File: src/rtl/cursor_overlay_pkg.sv
package cursor_overlay_pkg;
  // strobes passed from the fetch control to the merge datapath
  typedef struct packed {
    logic       load;  // a display pixel is accepted this cycle
    logic       hit;   // the pixel lies inside the drawn cursor area
    logic [1:0] lane;  // 2-bit lane inside the fetched byte
  } curStrobe_t;
endpackage

File: src/rtl/cursor_fetch_ctrl.sv
module cursor_fetch_ctrl
  import cursor_overlay_pkg::*;
#(
  parameter int COORD_W  = 12,
  parameter int ADDR_W   = 16,
  parameter int CUR_SIZE = 64
) (
  input  logic                clk,
  input  logic                rstN,
  input  logic                pixValid,
  input  logic [COORD_W-1:0]  pixX,
  input  logic [COORD_W-1:0]  pixY,
  input  logic [COORD_W-1:0]  cursorX,
  input  logic [COORD_W-1:0]  cursorY,
  input  logic [ADDR_W-4:0]   cursorBase,
  input  logic [$clog2(CUR_SIZE)-1:0] cursorVOff,
  input  logic                cursorEn,
  output logic                memRd,
  output logic [ADDR_W-1:0]   memAddr,
  output curStrobe_t          strobe
);
  localparam int COL_W         = $clog2(CUR_SIZE);
  localparam int BYTES_PER_ROW = CUR_SIZE / 4;
  localparam int BITMAP_BYTES  = CUR_SIZE * BYTES_PER_ROW;

  logic [COORD_W-1:0] dx, dy;
  logic [COL_W:0]     rowLimit;
  logic               inX, inY, hit;
  logic [ADDR_W-1:0]  baseAddr;

  always_comb begin
    dx       = pixX - cursorX;
    dy       = pixY - cursorY;
    rowLimit = (COL_W+1)'(CUR_SIZE) - {1'b0, cursorVOff};
    inX      = (pixX >= cursorX) && (dx < COORD_W'(CUR_SIZE));
    inY      = (pixY >= cursorY) && (dy < COORD_W'(rowLimit));
    hit      = cursorEn && pixValid && inX && inY;
    baseAddr = {cursorBase, 3'b000};
  end

  assign memRd   = hit;
  // row*BYTES_PER_ROW + col/4 is a plain concatenation for power-of-two rows
  assign memAddr = baseAddr + ADDR_W'({dy[COL_W-1:0], dx[COL_W-1:2]});

  assign strobe.load = pixValid;
  assign strobe.hit  = hit;
  assign strobe.lane = dx[1:0];

  AST_ADDR_ABOVE_BASE: assert property (@(posedge clk) disable iff (!rstN)
    memRd |-> memAddr >= baseAddr);
  AST_ADDR_IN_BITMAP: assert property (@(posedge clk) disable iff (!rstN)
    memRd |-> (memAddr - baseAddr) < ADDR_W'(BITMAP_BYTES));
endmodule

File: src/rtl/cursor_merge_dp.sv
module cursor_merge_dp
  import cursor_overlay_pkg::*;
#(
  parameter int PIX_W = 32
) (
  input  logic             clk,
  input  logic             rstN,
  input  curStrobe_t       strobe,
  input  logic [PIX_W-1:0] pixData,
  input  logic [7:0]       memData,
  input  logic [PIX_W-1:0] colour0,
  input  logic [PIX_W-1:0] colour1,
  output logic             outValid,
  output logic [PIX_W-1:0] outPix
);
  localparam logic [PIX_W-1:0] LOW_FILL = PIX_W'(8'hFF);

  curStrobe_t       strbQ;
  logic [PIX_W-1:0] pixQ;
  logic [1:0]       code;

  always_ff @(posedge clk) begin
    if (!rstN) begin
      strbQ <= '0;
      pixQ  <= '0;
    end else begin
      strbQ <= strobe;
      pixQ  <= pixData;
    end
  end

  always_comb begin
    code = 2'(memData >> {strbQ.lane, 1'b0});
    outPix = pixQ;
    if (strbQ.hit) begin
      unique case (code)
        2'd0: outPix = colour0 | LOW_FILL;
        2'd1: outPix = colour1 | LOW_FILL;
        2'd2: outPix = pixQ;
        2'd3: outPix = ~pixQ;
      endcase
    end
  end

  assign outValid = strbQ.load;

  AST_VALID_FOLLOWS: assert property (@(posedge clk) disable iff (!rstN)
    strobe.load |=> outValid);
  AST_IDLE_FOLLOWS: assert property (@(posedge clk) disable iff (!rstN)
    !strobe.load |=> !outValid);
endmodule

File: src/rtl/cursor_overlay.sv
module cursor_overlay
  import cursor_overlay_pkg::*;
#(
  parameter int PIX_W    = 32,
  parameter int COORD_W  = 12,
  parameter int ADDR_W   = 16,
  parameter int CUR_SIZE = 64
) (
  input  logic               clk,
  input  logic               rstN,
  input  logic               pixValid,
  input  logic [PIX_W-1:0]   pixData,
  input  logic [COORD_W-1:0] pixX,
  input  logic [COORD_W-1:0] pixY,
  input  logic [COORD_W-1:0] cursorX,
  input  logic [COORD_W-1:0] cursorY,
  input  logic [ADDR_W-4:0]  cursorBase,
  input  logic [5:0]         cursorVOff,
  input  logic               cursorEn,
  input  logic [PIX_W-1:0]   colour0,
  input  logic [PIX_W-1:0]   colour1,
  output logic               memRd,
  output logic [ADDR_W-1:0]  memAddr,
  input  logic [7:0]         memData,
  output logic               outValid,
  output logic [PIX_W-1:0]   outPix
);
  localparam int VOFF_W = $clog2(CUR_SIZE);

  curStrobe_t strobe;

  cursor_fetch_ctrl #(
    .COORD_W(COORD_W), .ADDR_W(ADDR_W), .CUR_SIZE(CUR_SIZE)
  ) uCtrl (
    .clk(clk), .rstN(rstN), .pixValid(pixValid), .pixX(pixX), .pixY(pixY),
    .cursorX(cursorX), .cursorY(cursorY), .cursorBase(cursorBase),
    .cursorVOff(VOFF_W'(cursorVOff)), .cursorEn(cursorEn),
    .memRd(memRd), .memAddr(memAddr), .strobe(strobe)
  );

  cursor_merge_dp #(.PIX_W(PIX_W)) uDp (
    .clk(clk), .rstN(rstN), .strobe(strobe), .pixData(pixData),
    .memData(memData), .colour0(colour0), .colour1(colour1),
    .outValid(outValid), .outPix(outPix)
  );

  AST_DISABLED_PASS: assert property (@(posedge clk) disable iff (!rstN)
    (pixValid && !cursorEn) |=> (outPix == $past(pixData)));
  AST_NO_READ_WHEN_OFF: assert property (@(posedge clk) disable iff (!rstN)
    !cursorEn |-> !memRd);
endmodule

File: config.mk
export PLATFORM = sky130hd
export DESIGN_NAME = cursor_overlay
export DESIGN_NICKNAME = d
export VERILOG_FILES = /design/src/rtl/cursor_overlay_pkg.sv /design/src/rtl/cursor_fetch_ctrl.sv /design/src/rtl/cursor_merge_dp.sv /design/src/rtl/cursor_overlay.sv
export SDC_FILE = /design/constraint.sdc
export NUM_CORES = 1
export LEC_CHECK = 0
export ABC_AREA = 1
export BUFFER_PORTS_ARGS = -buffer_cell sky130_fd_sc_hd__buf_2
export CAP_MARGIN = 20
export CORE_MARGIN = 2
export CORE_UTILIZATION = 35
export DETAILED_ROUTE_END_ITERATION = 8
export PLACE_DENSITY = 0.76
export SLEW_MARGIN = 20
export SYNTH_ARGS = -nofsm -noshare
export SYNTH_HDL_FRONTEND = slang
export SYNTH_SLANG_ARGS = --single-unit
File: constraint.sdc
create_clock -name clk -period 3.56 [get_ports clk]
set_clock_uncertainty 0.2 [all_clocks]
set_input_delay 0 -clock clk [delete_from_list [all_inputs] [get_ports clk]]
set_output_delay 0 -clock clk [all_outputs]
set_load 0.02 [all_outputs]
After elaboration in Yosys (flattened, before gate mapping)
Index checks and enable logic that the tools add are counted.

Add/sub/neg operators: 4. Magnitude comparators: 4. Equal/unequal tests: 3. Shift-type cells: 1. Muxes and demuxes: 2. Bitwise logic cells: 1. Reductions and logical operators: 6.

Operators by type and width (number): one-hot mux 32 bit (4 select lines) (1); 2-to-1 mux 32 bit (1); inverter 32 bit (1); >= comparator 12 bit (2); subtractor 12 bit (2); adder 16 x 10 -> 16 bit (1); < comparator 12 x 7 -> 1 bit (1); < comparator 12 x 7 -> 1 bit, second input constant (1); right shift 8 x 3 -> 2 bit (1); subtractor 7 x 6 -> 7 bit, first input constant (1); logical AND 1 bit (5); equality test 2 bit, second input constant (2); equality test 2 x 1 -> 1 bit, second input constant (1); zero test 2 bit (1).

Bits in registers: 36. Bits of input ports: 175. Output and inout bits: 50.

Depth between registers and ports, before layout
Depth in word-level cells: 5. Mapped depth: 21. Depth with buffers taken out: 21.

By module
From an unflattened synthesis, not the netlist that was laid out.

Cell total of the unflattened synthesis: 758. Area, all modules: 4297.9 um2.

Modules (own cells, without submodules): cursor_merge_dp (instances 1, cells each 377, area each 2164.6 um2, sequential area each 720.7 um2); cursor_fetch_ctrl (instances 1, cells each 381, area each 2133.3 um2, sequential area each 0.0 um2).

Worst setup path before layout
OpenSTA, ideal clock, no wires.

Path kind: input-to-output. From: input cursorX[4]. To: output memAddr[11]. Data arrival time: 2517 ps. Required time: 3360 ps. Slack: 843 ps. Stages on the path: 19. Cells stage by stage: inv_1 > ha_1 > nand2_1 > inv_1 > nand2_1 > nand2_1 > a21oi_1 > xnor2_1 > ha_1 > inv_1 > fa_1 > o21ai_2 > nand2_1 > nand2_1 > nand2_1 > nand2_1 > a21oi_1 > nor2_1 > xor2_1.

Cells in the longest elaborated chain, start to end: 2.

Ends and longest elaborated chain: start, declared (RTL line cursor_overlay.sv:15) `input logic [COORD_W-1:0] cursorX,`; subtractor 12 bit (RTL line cursor_fetch_ctrl.sv:32) `dx = pixX - cursorX;`; adder 16 x 10 -> 16 bit (RTL line cursor_fetch_ctrl.sv:43) `assign memAddr = baseAddr + ADDR_W'({dy[COL_W-1:0], dx[COL_W-1:2]});`; end, declared (RTL line cursor_overlay.sv:23) `output logic [ADDR_W-1:0] memAddr,`.

Every way passes these cells.

Final worst setup path
From: input pixX[1]. To: output memAddr[11].

Cells in the longest elaborated chain, start to end: 2.

Ends and longest elaborated chain: start, declared (RTL line cursor_overlay.sv:13) `input logic [COORD_W-1:0] pixX,`; subtractor 12 bit (RTL line cursor_fetch_ctrl.sv:32); adder 16 x 10 -> 16 bit (RTL line cursor_fetch_ctrl.sv:43).

Every way passes these cells.

==> summary.txt <==
power density over the cells -> 308.4 mW/mm²
Synthesis Warnings -> 0
Mapped Avg Cell Area -> 6.007 µm²
first-pass GRT wire length -> 20.13 mm
Fmax -> 0.3022 GHz
layout cells sized above 1 -> 26.73%
Max-Cap Viols -> 0
ANT nets after route -> 0
Cell Area, Synth -> 0.004036 mm²
drc violations -> 0
fin nets -> 1124
# diodes -> 0
cell mode on critical path -> nand2_1
initial core utilization -> 35.65%
Clock Root Buffer -> clkbuf_16
Num Clock Sinks -> 36
Yosys top cell area share -> 21.48%
most numerous cell in the Yosys netlist -> nand2_1
number of synthesized flops with an enable pin -> 0
vias per cell -> 4.592
CP startpoint -> pixX[1]
initial antenna violation count -> 0
CTS max path bufs -> 2
Slew @ Worst Pin -> 0.8468 ns
post-CTS setup buffers -> 0
CP arrival -> 3.11 ns
Final TNS setup -> 0 ns
period utilisation layout -> 92.96%
maximum vdd drop -> 0.2360 mV
worst path required time -> 3.36 ns
largest net degree at the start of global routing -> 48
CP peak stage delay -> 0.54 ns
Vias -> 4831
initial DRC count -> 167
ys async rst share -> 0%
worst-path maximum fanout -> 3
Commonest cells post-synth -> 231 x nand2_1, 130 x inv_1, 58 x nand3_1
net count after synthesis -> 888
dominant synthesized flop cell -> dfxtp_1
RSZ-0062 raised after global routing -> no
I/O pin count -> 225
grt total ovfl -> 0
WL final -> 12.02 mm
worst slack, placed -> 0.4700 ns
cells along the critical path -> dlygate4sd3_1 -> buf_2 -> ha_1 -> nand2_1 -> nor2_2 -> a21oi_2 -> xnor2_2 -> ha_2 -> inv_1 -> fa_1 -> o21ai_2 -> nand2_1 -> nand2_1 -> nand2_1 -> nand2_1 -> a21oi_1 -> nor2_2 -> xor2_1 -> buf_4
total CTS buffers -> 5
core area -> 0.01132 mm²
Crit path depth -> 19
Final min period -> 3.309 ns
Total Power -> 1763 µW
relative slew slack -> 43.42%
Setup WS post-layout -> 0.2507 ns
Area growth syn-to-layout -> 41.63%
delay-heaviest family, CP -> adder cells
post-DR wirelength/cell -> 11.43 µm
Die Ht -> 111.4 µm
dpl hpwl -> 9.620 mm
leak pwr -> 0.003448 µW
CTS tree -> yes
synthesized flop and latch total -> 36
Setup crit end -> memAddr[11]
CP max-delay cell -> dlygate4sd3_1
status -> finished, final reports clean
post-synthesis sequential area ratio -> 17.85%
TritonRoute pass-1 iters -> 4
HP Class -> in2reg
CP Capture Type -> output pin
gr usage total -> 19.01%
GP Congestion -> 0.9370
Cell variety after synth -> 36
die area -> 0.01241 mm²
vias in the first global route -> 4540
startpoint types -> primary input
Die X -> 111.4 µm
final setup fails -> 0
H-tree level count -> 2
synth top area cells -> nand2_1 21%, dfxtp_1 18%, inv_1 12%, ha_1 12%, nand3_1 7.2%
FP Rows -> 39
Mapped Cells -> 672
Final Hold Fails -> 0
port buffer count -> 208
cell taking the most area after synthesis -> nand2_1
Setup CP Type -> in2out
Worst-path clk slew -> 0.06 ns
Final Max Tran Viols -> 0
crit path buf inv count -> 4
==> cells in the final DEF, fill, tap and decap left out, types with 2 or more instances in the layout <==
cell type / instances
nand2_1: 231
buf_2: 206
inv_1: 130
nand3_1: 58
ha_1: 37
dlygate4sd3_1: 37
dfxtp_1: 36
nor2_1: 30
o211ai_1: 23
a21oi_1: 18
xor2_1: 14
o21ai_0: 9
xnor2_1: 8
nor2_2: 7
o21ai_1: 7
nand2_2: 5
nor3_1: 5
nand4_1: 5
clkbuf_16: 5
o21bai_1: 3
a31oi_1: 3
nand3_2: 3
fa_1: 3
a21oi_2: 2
or2_1: 2
and2_1: 2
nand3b_1: 2
inv_2: 2
nor2_4: 2
o2111ai_1: 2
clkbuf_8: 2
buf_4: 2
==> registers in the layout, summed over array words and instances, names as in the netlist <==
signal	flops
uDp.outValid	1
uDp.pixQ	32
uDp.strbQ	3
==> worst min path at each step <==
stage                      from      endpoint  depth (start not counted)
finish                     rstN  uDp.pixQ[11]                          3
detailed placement  pixData[12]  uDp.pixQ[12]                          3
global route               rstN  uDp.pixQ[11]                          3
floorplan              pixValid  uDp.outValid                          2
global placement    pixData[21]  uDp.pixQ[21]                          3
CTS                        rstN  uDp.pixQ[12]                          3
==> kinds of logic after synthesis <==
family,after synthesis,share of synthesized area (%)
xor+xnor,23,4.991
compound gates,71,11.35
buf+inv,148,15.16
flops,36,17.85
simple gates,353,37.38
fa+ha+maj,41,13.27
==> power by group <==
group,internal [µW],switching (µW),total [µW]
Clock,368,154,522
Sequential,426,11.1,437
Combinational,330,474,804
==> stage by stage <==
stage / utilization (%) / hold WS [ns] / cells / cell area [µm²]
finish: 50.50 / 0.03861 / 1052 / 5717
global route: 50.50 / 0.08715 / 1052 / 5717
CTS: 50.29 / 0.05590 / 1052 / 5693
detailed placement: 45.40 / -0.01537 / 1007 / 5140
global placement: 45.40 / -0.01977 / 1007 / 5140
floorplan: - / -0.1065 / 672 / 4036
==> cell type report <==
class	count	area, µm²
Fill cell	1165	5604
Multi-Input combinational cell	488	2723
Timing Repair Buffer	245	1416
Sequential cell	36	720.7
Inverter	132	495.5
Tap cell	143	178.9
Clock buffer	7	152.6
Clock inverter	1	30.03
==> per-layer routing <==
metal | global-route usage, % | share of wire, % | wire length [µm] | vias up
met5 | 0 | 0 | 0 | -
met4 | 4.362 | 0.73 | 88 | 0
met3 | 1.851 | 5.1 | 616 | 8
met2 | 36.95 | 52 | 6263 | 155
met1 | 22.37 | 42 | 5051 | 2090
li1 | - | - | - | 2578
==> timing repair <==
item,CTS,global route
setup endpoints to repair,0,3
hold buffers,37,0
gates resized for setup,0,7
endpoints found under the hold margin,35,0
Power figures use the tool's default switching activity.
